## src/rtl/spim_pkg.sv

```systemverilog
package spim_pkg;
    localparam int SPIM_DW   = 16;
    localparam int SPIM_CSW  = 6;
    localparam int SPIM_NSET = 6;
    localparam int SPIM_SELW = 3;
    localparam int SPIM_DIVW = 4;
    localparam int SPIM_FSW  = 4;
    localparam int SPIM_MINF = 3;   // smallest frame-size-minus-one

    typedef struct packed {
        logic [SPIM_DIVW-1:0] div;
        logic [SPIM_FSW-1:0]  fsz_m1;
        logic                 cpha;
        logic                 cpol;
    } spim_attr_t;

    localparam int SPIM_ATTR_W = $bits(spim_attr_t);

    typedef struct packed {
        logic                 cont;
        logic [SPIM_SELW-1:0] sel;
        logic [SPIM_CSW-1:0]  cs;
        logic [SPIM_DW-1:0]   data;
    } spim_cmd_t;

    localparam int SPIM_CMD_W = $bits(spim_cmd_t);

    typedef enum logic [2:0] {
        ST_IDLE,
        ST_LEAD,
        ST_SHIFT,
        ST_TRAIL,
        ST_GAP
    } spim_state_t;
endpackage

```

## src/rtl/spim_fifo.sv

```systemverilog
module spim_fifo #(
    parameter int W     = 16,
    parameter int DEPTH = 4
) (
    input  logic         clk,
    input  logic         rst_n,
    input  logic         push,
    input  logic [W-1:0] wdata,
    input  logic         pop,
    output logic [W-1:0] rdata,
    output logic         full,
    output logic         empty
);
    localparam int AW = (DEPTH > 1) ? $clog2(DEPTH) : 1;
    localparam int CW = $clog2(DEPTH + 1);

    logic [W-1:0]  mem [DEPTH];
    logic [AW-1:0] wr_ptr, rd_ptr;
    logic [CW-1:0] count;
    logic          do_push, do_pop;

    assign full    = (count == CW'(DEPTH));
    assign empty   = (count == '0);
    assign do_push = push && !full;
    assign do_pop  = pop && !empty;
    assign rdata   = mem[rd_ptr];

    always_ff @(posedge clk) begin
        if (do_push) mem[wr_ptr] <= wdata;
    end

    always_ff @(posedge clk or negedge rst_n) begin
        if (!rst_n) begin
            wr_ptr <= '0;
            rd_ptr <= '0;
            count  <= '0;
        end else begin
            if (do_push) wr_ptr <= (wr_ptr == AW'(DEPTH-1)) ? '0 : wr_ptr + 1'b1;
            if (do_pop)  rd_ptr <= (rd_ptr == AW'(DEPTH-1)) ? '0 : rd_ptr + 1'b1;
            if (do_push && !do_pop)      count <= count + 1'b1;
            else if (do_pop && !do_push) count <= count - 1'b1;
        end
    end

    a_r10_depth_bound: assert property (@(posedge clk) disable iff (!rst_n)
        count <= CW'(DEPTH));
    a_r10_full_holds: assert property (@(posedge clk) disable iff (!rst_n)
        (full && push && !pop) |=> full);
endmodule

```

## src/rtl/spim_engine.sv

```systemverilog
module spim_engine
    import spim_pkg::*;
(
    input  logic                            clk,
    input  logic                            rst_n,
    input  logic [SPIM_NSET*SPIM_ATTR_W-1:0] attr_cfg,
    input  spim_cmd_t                       head,
    input  logic                            tx_empty,
    input  logic                            cmd_push,
    input  logic                            miso,
    output logic                            tx_pop,
    output logic                            rx_push,
    output logic [SPIM_DW-1:0]              rx_word,
    output logic                            sck,
    output logic                            mosi,
    output logic [SPIM_CSW-1:0]             cs_n,
    output logic                            eot
);
    logic [SPIM_ATTR_W-1:0] tbl [SPIM_NSET];

    for (genvar g = 0; g < SPIM_NSET; g++) begin : g_tbl
        assign tbl[g] = attr_cfg[g*SPIM_ATTR_W +: SPIM_ATTR_W];
    end

    spim_state_t           state, nxt;
    spim_attr_t            pick, cur;
    logic [SPIM_DIVW-1:0]  cnt;
    logic [SPIM_FSW:0]     half;
    logic [SPIM_DW-1:0]    sh_tx, sh_rx;
    logic [SPIM_CSW-1:0]   cs_r;
    logic                  cont_r, sck_r, eot_r;
    logic                  tick, last_half, take, done, fin;

    // attribute selection with default set and frame-size floor
    always_comb begin
        pick = spim_attr_t'(tbl[0]);
        for (int k = 1; k < SPIM_NSET; k++) begin
            if (head.sel == SPIM_SELW'(k)) pick = spim_attr_t'(tbl[k]);
        end
        if (pick.fsz_m1 < SPIM_FSW'(SPIM_MINF)) pick.fsz_m1 = SPIM_FSW'(SPIM_MINF);
    end

    assign tick      = (cnt == '0);
    assign last_half = (half == {cur.fsz_m1, 1'b1});

    // next-state decisions
    always_comb begin
        nxt  = state;
        take = 1'b0;
        done = 1'b0;
        fin  = 1'b0;
        unique case (state)
            ST_IDLE:  if (!tx_empty) begin take = 1'b1; nxt = ST_LEAD; end
            ST_LEAD:  if (tick) nxt = ST_SHIFT;
            ST_SHIFT: if (tick && last_half) begin done = 1'b1; nxt = ST_TRAIL; end
            ST_TRAIL: if (tick) begin
                if (cont_r && !tx_empty) begin take = 1'b1; nxt = ST_LEAD; end
                else begin fin = 1'b1; nxt = ST_GAP; end
            end
            ST_GAP:   if (tick) nxt = ST_IDLE;
            default:  nxt = ST_IDLE;
        endcase
    end

    // state register
    always_ff @(posedge clk or negedge rst_n) begin
        if (!rst_n) state <= ST_IDLE;
        else        state <= nxt;
    end

    // datapath
    always_ff @(posedge clk or negedge rst_n) begin
        if (!rst_n) begin
            cur    <= '0;
            cnt    <= '0;
            half   <= '0;
            sh_tx  <= '0;
            sh_rx  <= '0;
            cs_r   <= '0;
            cont_r <= 1'b0;
            sck_r  <= 1'b0;
            eot_r  <= 1'b0;
        end else begin
            if (take) begin
                cur    <= pick;
                cs_r   <= head.cs;
                cont_r <= head.cont;
                sh_tx  <= head.data << (SPIM_FSW'(SPIM_DW-1) - pick.fsz_m1);
                sh_rx  <= '0;
                cnt    <= pick.div;
                sck_r  <= pick.cpol;
            end else if (state != ST_IDLE) begin
                cnt <= tick ? cur.div : cnt - 1'b1;
            end
            if (state == ST_LEAD && tick) begin
                half  <= '0;
                sck_r <= cur.cpol ^ cur.cpha;
            end
            if (state == ST_SHIFT && tick) begin
                if (!half[0]) sh_rx <= {sh_rx[SPIM_DW-2:0], miso};
                else          sh_tx <= sh_tx << 1;
                if (last_half) sck_r <= cur.cpol;
                else begin
                    half  <= half + 1'b1;
                    sck_r <= ~sck_r;
                end
            end
            if (fin) cs_r <= '0;
            if (fin && tx_empty) eot_r <= 1'b1;
            else if (cmd_push)   eot_r <= 1'b0;
        end
    end

    // outputs
    always_comb begin
        tx_pop  = take;
        rx_push = done;
        rx_word = sh_rx;
        sck     = sck_r;
        mosi    = sh_tx[SPIM_DW-1];
        cs_n    = ~cs_r;
        eot     = eot_r;
    end

    a_r6_cs_quiet_idle: assert property (@(posedge clk) disable iff (!rst_n)
        (state == ST_IDLE) |-> (cs_n == '1));
    a_r13_sck_rests: assert property (@(posedge clk) disable iff (!rst_n)
        (state == ST_IDLE && $past(state) == ST_IDLE) |-> $stable(sck));
    a_r2_half_bound: assert property (@(posedge clk) disable iff (!rst_n)
        (state == ST_SHIFT) |-> (half <= {cur.fsz_m1, 1'b1}));
    a_r3_min_frame: assert property (@(posedge clk) disable iff (!rst_n)
        (state != ST_IDLE) |-> (cur.fsz_m1 >= SPIM_FSW'(SPIM_MINF)));
    a_r8_cont_hold: assert property (@(posedge clk) disable iff (!rst_n)
        (state == ST_LEAD && $past(state) == ST_TRAIL) |-> $past(cont_r));
    a_r11_eot_rise: assert property (@(posedge clk) disable iff (!rst_n)
        $rose(eot) |-> ($past(state) == ST_TRAIL && $past(tx_empty)));
endmodule

```

## src/rtl/spim_master.sv

```systemverilog
module spim_master
    import spim_pkg::*;
#(
    parameter int TX_DEPTH = 4,
    parameter int RX_DEPTH = 4
) (
    input  logic                             clk,
    input  logic                             rst_n,
    input  logic [SPIM_NSET*SPIM_ATTR_W-1:0] attr_cfg,
    input  logic                             cmd_valid,
    output logic                             cmd_ready,
    input  logic [SPIM_DW-1:0]               cmd_data,
    input  logic [SPIM_CSW-1:0]              cmd_cs,
    input  logic [SPIM_SELW-1:0]             cmd_set,
    input  logic                             cmd_cont,
    input  logic                             rx_pop,
    output logic                             rx_valid,
    output logic [SPIM_DW-1:0]               rx_data,
    output logic                             rx_ovf,
    output logic                             eot,
    output logic                             sck,
    output logic                             mosi,
    input  logic                             miso,
    output logic [SPIM_CSW-1:0]              cs_n
);
    spim_cmd_t          in_cmd, head;
    logic               tx_full, tx_empty, tx_pop, cmd_push;
    logic               rx_full, rx_empty, rx_push;
    logic [SPIM_DW-1:0] rx_word;
    logic               ovf_r;

    assign in_cmd    = '{cont: cmd_cont, sel: cmd_set, cs: cmd_cs, data: cmd_data};
    assign cmd_ready = !tx_full;
    assign cmd_push  = cmd_valid && !tx_full;
    assign rx_valid  = !rx_empty;
    assign rx_ovf    = ovf_r;

    spim_fifo #(.W(SPIM_CMD_W), .DEPTH(TX_DEPTH)) u_txq (
        .clk(clk), .rst_n(rst_n),
        .push(cmd_valid), .wdata(in_cmd),
        .pop(tx_pop), .rdata(head),
        .full(tx_full), .empty(tx_empty)
    );

    spim_fifo #(.W(SPIM_DW), .DEPTH(RX_DEPTH)) u_rxq (
        .clk(clk), .rst_n(rst_n),
        .push(rx_push), .wdata(rx_word),
        .pop(rx_pop), .rdata(rx_data),
        .full(rx_full), .empty(rx_empty)
    );

    spim_engine u_eng (
        .clk(clk), .rst_n(rst_n),
        .attr_cfg(attr_cfg), .head(head),
        .tx_empty(tx_empty), .cmd_push(cmd_push), .miso(miso),
        .tx_pop(tx_pop), .rx_push(rx_push), .rx_word(rx_word),
        .sck(sck), .mosi(mosi), .cs_n(cs_n), .eot(eot)
    );

    always_ff @(posedge clk or negedge rst_n) begin
        if (!rst_n)                      ovf_r <= 1'b0;
        else if (rx_push && rx_full)     ovf_r <= 1'b1;
        else if (rx_pop && !rx_empty)    ovf_r <= 1'b0;
    end

    a_r12_ovf_only_when_full: assert property (@(posedge clk) disable iff (!rst_n)
        $rose(rx_ovf) |-> $past(rx_full));
endmodule

```

## config.mk

```make
export PLATFORM = sky130hd
export DESIGN_NAME = spim_master
export DESIGN_NICKNAME = d
export VERILOG_FILES = /design/src/rtl/spim_pkg.sv /design/src/rtl/spim_fifo.sv /design/src/rtl/spim_engine.sv /design/src/rtl/spim_master.sv
export SDC_FILE = /design/constraint.sdc
export NUM_CORES = 1
export LEC_CHECK = 0
export BUFFER_PORTS_ARGS = -buffer_cell sky130_fd_sc_hd__buf_2
export CORE_AREA = 4 4 156 158
export CTS_BUF_LIST = sky130_fd_sc_hd__clkbuf_8 sky130_fd_sc_hd__clkbuf_16
export CTS_CLUSTER_DIAMETER = 100
export CTS_CLUSTER_SIZE = 28
export DETAILED_ROUTE_END_ITERATION = 16
export DIE_AREA = 0 0 160 162
export PLACE_DENSITY = 0.76
export SYNTH_ARGS = -nofsm -noshare
export SYNTH_HDL_FRONTEND = slang
export SYNTH_SLANG_ARGS = --single-unit
```

## constraint.sdc

```tcl
create_clock -name clk -period 4.3 [get_ports clk]
set_clock_uncertainty 0.2 [all_clocks]
set_input_delay 0 -clock clk [delete_from_list [all_inputs] [get_ports clk]]
set_output_delay 0 -clock clk [all_outputs]
set_load 0.1 [all_outputs]
```

## After elaboration in Yosys (flattened, before gate mapping)

Memories as Yosys holds them, arrays and structs flattened.
Cells that the tools add are included.

| storage, ports and cells | value |
|---|---|
| bits in registers | 78 |
| bits in writable memories | 168 |
| input port bits | 91 |
| output and inout port bits | 28 |
| word-level logic and storage cells | 150 |
| memories | 2 |

Memory list:

| memory | words | width | rd ports | clocked after memory_dff | wr ports | RTL line | text |
|---|---|---|---|---|---|---|---|
| u_txq.mem | 4 | 26 | 1 | 0 | 1 | spim_fifo.sv:17 | `logic [W-1:0] mem [DEPTH];` |
| u_rxq.mem | 4 | 16 | 1 | 0 | 1 | spim_fifo.sv:17 |  |

| cells by class | value |
|---|---|
| $add $sub $neg | 11 |
| order comparisons | 1 |
| equality and inequality tests | 21 |
| shift operators | 1 |
| multiplexer cells | 56 |
| bitwise logic cells | 3 |
| reductions and logical operators | 35 |

Operator list:

| cell | number |
|---|---|
| $mux W16 | 6 |
| $mux W10 | 5 |
| $mux W3 | 10 |
| $mux W1 | 20 |
| $mux W4 | 4 |
| $shl A16 B4 Y16 | 1 |
| $eq A3 B3 Y1 const B | 5 |
| $mux W5 | 3 |
| $pmux W3 S5 | 1 |
| $logic_and A1 B1 Y1 | 14 |
| $eq A3 B2 Y1 const B | 4 |
| $mux W6 | 2 |
| $reduce_bool A2 Y1 | 6 |
| $logic_not A3 Y1 | 3 |
| $add A2 B1 Y2 const B | 4 |
| $eq A2 B2 Y1 const B | 4 |
| $logic_not A1 Y1 | 8 |
| $mux W2 | 4 |
| $ne A2 B1 Y1 const B | 4 |
| $add A3 B1 Y3 const B | 2 |
| $eq A3 B1 Y1 const B | 2 |
| $not A6 Y6 | 1 |
| $reduce_bool A3 Y1 | 2 |
| $sub A3 B1 Y3 const B | 2 |
| other kinds (11) | 11 |

## Longest topological paths before layout

An unclocked memory read counts as a cell.

| depth | value |
|---|---|
| depth after elaboration | 14 |
| gate-level depth with buffers | 14 |
| mapped depth without buffers | 13 |

## Cells and area by module

Synthesis repeated with hierarchy kept, for this count alone.

| unflattened totals | value |
|---|---|
| cell total of the unflattened synthesis | 827 |
| area total of the unflattened synthesis | 11378.4 um^2 |

By module, submodules not included:

| module | times used | cells each | area an instance (um^2) |
|---|---|---|---|
| spim_engine | 1 | 527 | 4322.9 |
| spim_fifo (u_txq) | 1 | 173 | 4230.3 |
| spim_fifo (u_rxq) | 1 | 121 | 2771.4 |
| spim_master | 1 | 6 | 53.8 |

## Least setup slack after synthesis

OpenSTA, ideal clock, no wires.

| timing | value |
|---|---|
| path kind | register to register |
| from | register u_eng.cnt[0] |
| to | register u_rxq.count[2] |
| data arrival time | 3466 ps |
| setup slack | 554 ps |
| stages on the path, launching flop included | 15 |
| path buffers | 1 |
| cell sequence | dfrtp_1 inv_1 ha_1 or3b_2 clkbuf_1 nor2_1 nand2_1 nor3_1 a21boi_1 ha_1 inv_1 fa_1 xor2_1 nor2_1 xor2_1 |

| on the way | value |
|---|---|
| cells in the longest elaborated chain, start to end | 8 |
| elaborated cells between the ends (all ways) | 10 |
| classes of those cells | mux: 3; reduce/logical: 7 |

RTL lines:

| what | RTL line | text |
|---|---|---|
| start: declaration | spim_engine.sv:27 | `logic [SPIM_DIVW-1:0] cnt;` |
| start signal: assignment | spim_engine.sv:90 | `cnt <= pick.div;` |
| start signal: assignment | spim_engine.sv:93 | `cnt <= tick ? cur.div : cnt - 1'b1;` |
| $logic_not A4 Y1 (*) | spim_engine.sv:43 | `assign tick = (cnt == '0);` |
| $logic_and A1 B1 Y1 (*) | spim_engine.sv:55 | `ST_SHIFT: if (tick && last_half) begin done = 1'b1; nxt = ST_TRAIL; end` |
| $mux W1 (*) | spim_engine.sv:55 |  |
| $mux W1 (*) | spim_engine.sv:52 | `unique case (state)` |
| $logic_and A1 B1 Y1 (*) | spim_fifo.sv:24 | `assign do_push = push && !full;` |
| via u_rxq.do_push | spim_fifo.sv:20 | `logic do_push, do_pop;` |
| $logic_not A1 Y1 | spim_fifo.sv:41 | `else if (do_pop && !do_push) count <= count - 1'b1;` |
| $logic_and A1 B1 Y1 | spim_fifo.sv:41 |  |
| $reduce_bool A2 Y1 (no line) | -- |  |
| end signal: assignment | spim_fifo.sv:40 | `if (do_push && !do_pop) count <= count + 1'b1;` |
| end signal: assignment | spim_fifo.sv:41 |  |
| end: declaration | spim_fifo.sv:19 | `logic [CW-1:0] count;` |

Mark *: on every way through the listed nets, which the timed path passes. The rest lies on a longest branch.
A chain may end at the register's enable or synchronous reset.

## Final worst setup path

| timing | value |
|---|---|
| from | register u_txq.rd_ptr[0] |
| to | register u_eng.sh_tx[13] |

| on the way | value |
|---|---|
| cells in the longest elaborated chain, start to end | 14 |
| elaborated cells between the ends (all ways) | 18 |
| classes of those cells | add/sub: 1; order compare: 1; eq/ne: 5; shift: 1; mux: 9; memory: 1 |

RTL lines:

| what | RTL line | text |
|---|---|---|
| start: declaration | spim_fifo.sv:18 | `logic [AW-1:0] wr_ptr, rd_ptr;` |
| start signal: assignment | spim_fifo.sv:39 | `if (do_pop) rd_ptr <= (rd_ptr == AW'(DEPTH-1)) ? '0 : rd_ptr + 1'b1;` |
| $mem_v2 Z4 W26 (*) | -- |  |
| $eq A3 B1 Y1 | spim_engine.sv:38 | `if (head.sel == SPIM_SELW'(k)) pick = spim_attr_t'(tbl[k]);` |
| $mux W10 (5 in a row) | spim_engine.sv:38 |  |
| $lt A4 B2 Y1 | spim_engine.sv:40 | `if (pick.fsz_m1 < SPIM_FSW'(SPIM_MINF)) pick.fsz_m1 = SPIM_FSW'(SPIM_MINF);` |
| $mux W4 | spim_engine.sv:40 |  |
| $sub A4 B4 Y4 | spim_engine.sv:88 | `sh_tx <= head.data << (SPIM_FSW'(SPIM_DW-1) - pick.fsz_m1);` |
| $shl A16 B4 Y16 (*) | spim_engine.sv:88 |  |
| $mux W16 (*) | spim_engine.sv:84 | `if (take) begin` |
| $mux W16 | spim_engine.sv:100 | `if (!half[0]) sh_rx <= {sh_rx[SPIM_DW-2:0], miso};` |
| $mux W16 (*) | spim_engine.sv:99 | `if (state == ST_SHIFT && tick) begin` |
| end signal: assignment | spim_engine.sv:88 |  |
| end signal: assignment | spim_engine.sv:101 | `else sh_tx <= sh_tx << 1;` |
| end: declaration | spim_engine.sv:29 | `logic [SPIM_DW-1:0] sh_tx, sh_rx;` |

Mark *: on every way between the ends. The rest lies on a longest branch, timed or not.

==> flow_summary.toml <==
[route]
dr.first_iter.drc_count = 609
firstDrtPassIters = 5
via_count = 7359
drc_errors = 0
wl_per_cell_um = 18.5
routed_wl_um = 23800
viasPerCell = 5.73
drt.antenna.violating_nets = 0

[finish]
final_cell_mix = "edfxtp_1 (168), buf_2 (117), nand2_1 (100)"
fin_nets = 1095
final_common_cell = "edfxtp_1"
diodes = 0
drive_gt1_frac = 0.235
areaGrowthSynthToFinish_pct = 14.7
fin_util = 0.565

[logic_synthesis]
synthCells = 841
synth_cell_types = 85
synth_edf_count = 168
synth-seq-cells = 246
syn_avg_cell_area_um2 = 13.5
yosys.area.top_type = "edfxtp_1"
ys_async_sr_fraction = 0.317
yosysWarnings = 0
synth_top_area_frac = 0.443
synth-seq-area-share = 0.615
synth_area_leaders = "edfxtp_1 (44%), dfrtp_1 (17%), mux4_2 (8.1%)"
netlist_area_um2 = 11400
syn-num-nets = 948
synthFlopType = "edfxtp_1"

[timing]
hold_viol_final = 0
slew_headroom = 0.236
tightest_slew_ps = 1140
rsz0062_at_grt = "false"
post-route-min-period_ps = 3980
finalSetupViolations = 0
slew_violations = 0
fmax_mhz = 251
finalCritPeriodShare = 0.925
setup_tns_ps = 0

[global_routing]
grt_remaining_overflow = 0
gr-usage-all-layers = 0.184
grt_pass1_vias = 7370
grt_max_degree = 79
antenna_found_initial = 0
grt_pass1_wl_um = 39000

[place]
io_buffers = 118
place_hpwl_um = 15900
finalWeightedCongestion = 0.930

[worst_setup_path]
path_depth = 10
reg2reg_slack_ps = 320
worstPathCellList = "mux4_2, nor2b_4, a22o_1, dlygate4sd3_1, o22ai_1, buf_4, nor3_1, o21ai_1, o32ai_1, or4_1"
crit_buf_inv = 2
critPathRequiredTime_ps = 4540
crit_type = "reg -> reg"
crit_path_end = "u_eng.sh_tx[13]"
cp.arrival_ps = 4220
cp_top_family = "simple AND/OR/NAND/NOR gates"
worstSetupEndpointType = "flip-flop"
r2r_start = "u_txq.rd_ptr[0]"
cp_slowest_cell = "mux4_2"
ff2ff_path_depth = 10
critPathMaxFanout = 17
r2r-end = "u_eng.sh_tx[13]"
worstSetupStartpoint = "u_txq.rd_ptr[0]"
critical_path.max_stage_delay_ps = 710
startpoint_type = "flip-flop"

[clock_tree]
cts_max_path_buffers = 3
cts_root_buf = "clkbuf_16"
cts_tree = "yes"
clock_sinks = 246
cts_buffers = 12
cts_resized = 0
clk_latency_ps = 490
clkTransAtPathRegs_ps = 120
h-tree-depth = 1

[floorplanning]
dieArea_um2 = 25900
rows = 56
io_pins = 119
start_util = 0.492
die_width_um = 160
die-height_um = 162
core-area_um2 = 23100

[pwr]
vdd_drop_max_mv = 0.389
power.density_nw_per_um2 = 768
p_leak_nw = 5.04

[run]
cap_viol_max_count = 0

[status]
outcome = "finished clean"

[hold_path]
worst_hold_path_type = "in -> async"
==> timing repair <==
action / in CTS / in global routing
endpoints found under the hold margin: 203 / 0
buffers inserted: 0 / 0
hold buffers: 44 / 0
setup endpoints to repair: 0 / 0
==> worst reg2reg max path, cell delays in order (launching register included) <==
cell	delay (ps)
dfrtp_2	490
mux4_2	710
nor2b_4	270
a22o_1	200
dlygate4sd3_1	560
o22ai_1	70
buf_4	200
nor3_1	600
o21ai_1	140
o32ai_1	340
or4_1	160
==> power breakdown <==
group / internal, W / switching, W
combinational: 0.00180 / 0.00358
sequential: 0.00299 / 0.000353
clock: 0.000613 / 0.000698
total: 0.00540 / 0.00463
==> sequential cells by signal (all words and copies together), names as in the netlist, 3 cells and up <==
register,flops
u_eng.state,3
u_txq.mem,104
u_eng.half,5
u_rxq.mem,64
u_eng.cur,10
u_rxq.count,3
u_eng.cs_r,6
u_eng.cnt,4
u_eng.rx_word,16
u_eng.sh_tx,16
u_txq.count,3
==> per-stage QoR <==
step                      worst slack, ps  total power [W]  hold WS (ps)  instances  instance area, um^2
after global routing                 74.1           0.0106          61.2       1284                13100
after CTS                             338           0.0100          1.78       1284                13100
after detailed placement              640          0.00866          16.3       1220                12200
final                                 324           0.0100          6.30       1284                13100
after floorplan                       554          0.00764          -496        841                11400
after global placement                661          0.00861          13.1       1220                12200
==> synthesized netlist by cell type (5+ instances only) <==
cell type,instances
a21o_1,7
nand2b_1,6
mux2i_1,21
a21oi_1,37
dfrtp_1,78
buf_2,7
a31oi_1,5
edfxtp_1,168
xor2_1,8
o211ai_1,8
nor3_1,32
clkbuf_1,29
and3_1,9
ha_1,14
or3_1,6
nor2_1,40
xnor2_1,9
inv_1,19
mux4_2,41
mux2_2,12
o221ai_1,5
and2_1,8
o21ai_0,46
nand2_1,100
buf_6,8
nand3_1,9
a22oi_1,7
a221oi_1,7
==> worst min path at each step <==
stage,start,to,slack (ps),depth (start not counted)
3_5_place_dp,cmd_set[0],u_txq.mem[2][22],20,1
6_report,rst_n,u_eng.cur[1],6,2
4_1_cts,attr_cfg[4],u_eng.cur[4],2,6
3_3_place_gp,cmd_data[6],u_txq.mem[3][6],10,1
5_1_grt,cmd_data[6],u_txq.mem[0][6],60,2
2_1_floorplan,rst_n,rx_ovf,-500,0
==> routing by layer <==
layer	track usage	routed length [um]	vias to the layer above	part of all wire
met4	0.0454	493	0	0.021
li1	-	-	3514	-
met3	0.0264	1240	47	0.052
met2	0.317	12100	238	0.51
met5	0	0	-	0
met1	0.251	10000	3560	0.42
==> kinds of logic (layout without fill, tap and decap cells) <==
group | Yosys count | in the layout | share of synthesized area
flip-flops | 246 | 246 | 0.615
AO/OA/AOI/OAI | 187 | 187 | 0.116
adder cells (fa/ha/maj) | 16 | 16 | 0.0189
multiplexers | 75 | 75 | 0.113
buffers and inverters | 68 | 221 | 0.0288
AND/OR/NAND/NOR | 232 | 232 | 0.0952
XOR/XNOR | 17 | 17 | 0.0131
==> cell type report <==
class	instances	area [um^2]
clock buffer	13	325
multi-input combinational	527	4070
fill	1887	10100
tap	290	363
timing repair buffer	180	1170
sequential	246	7000
clock inverter	7	52.6
inverter	21	78.8
Power figures use the tool's default switching activity.
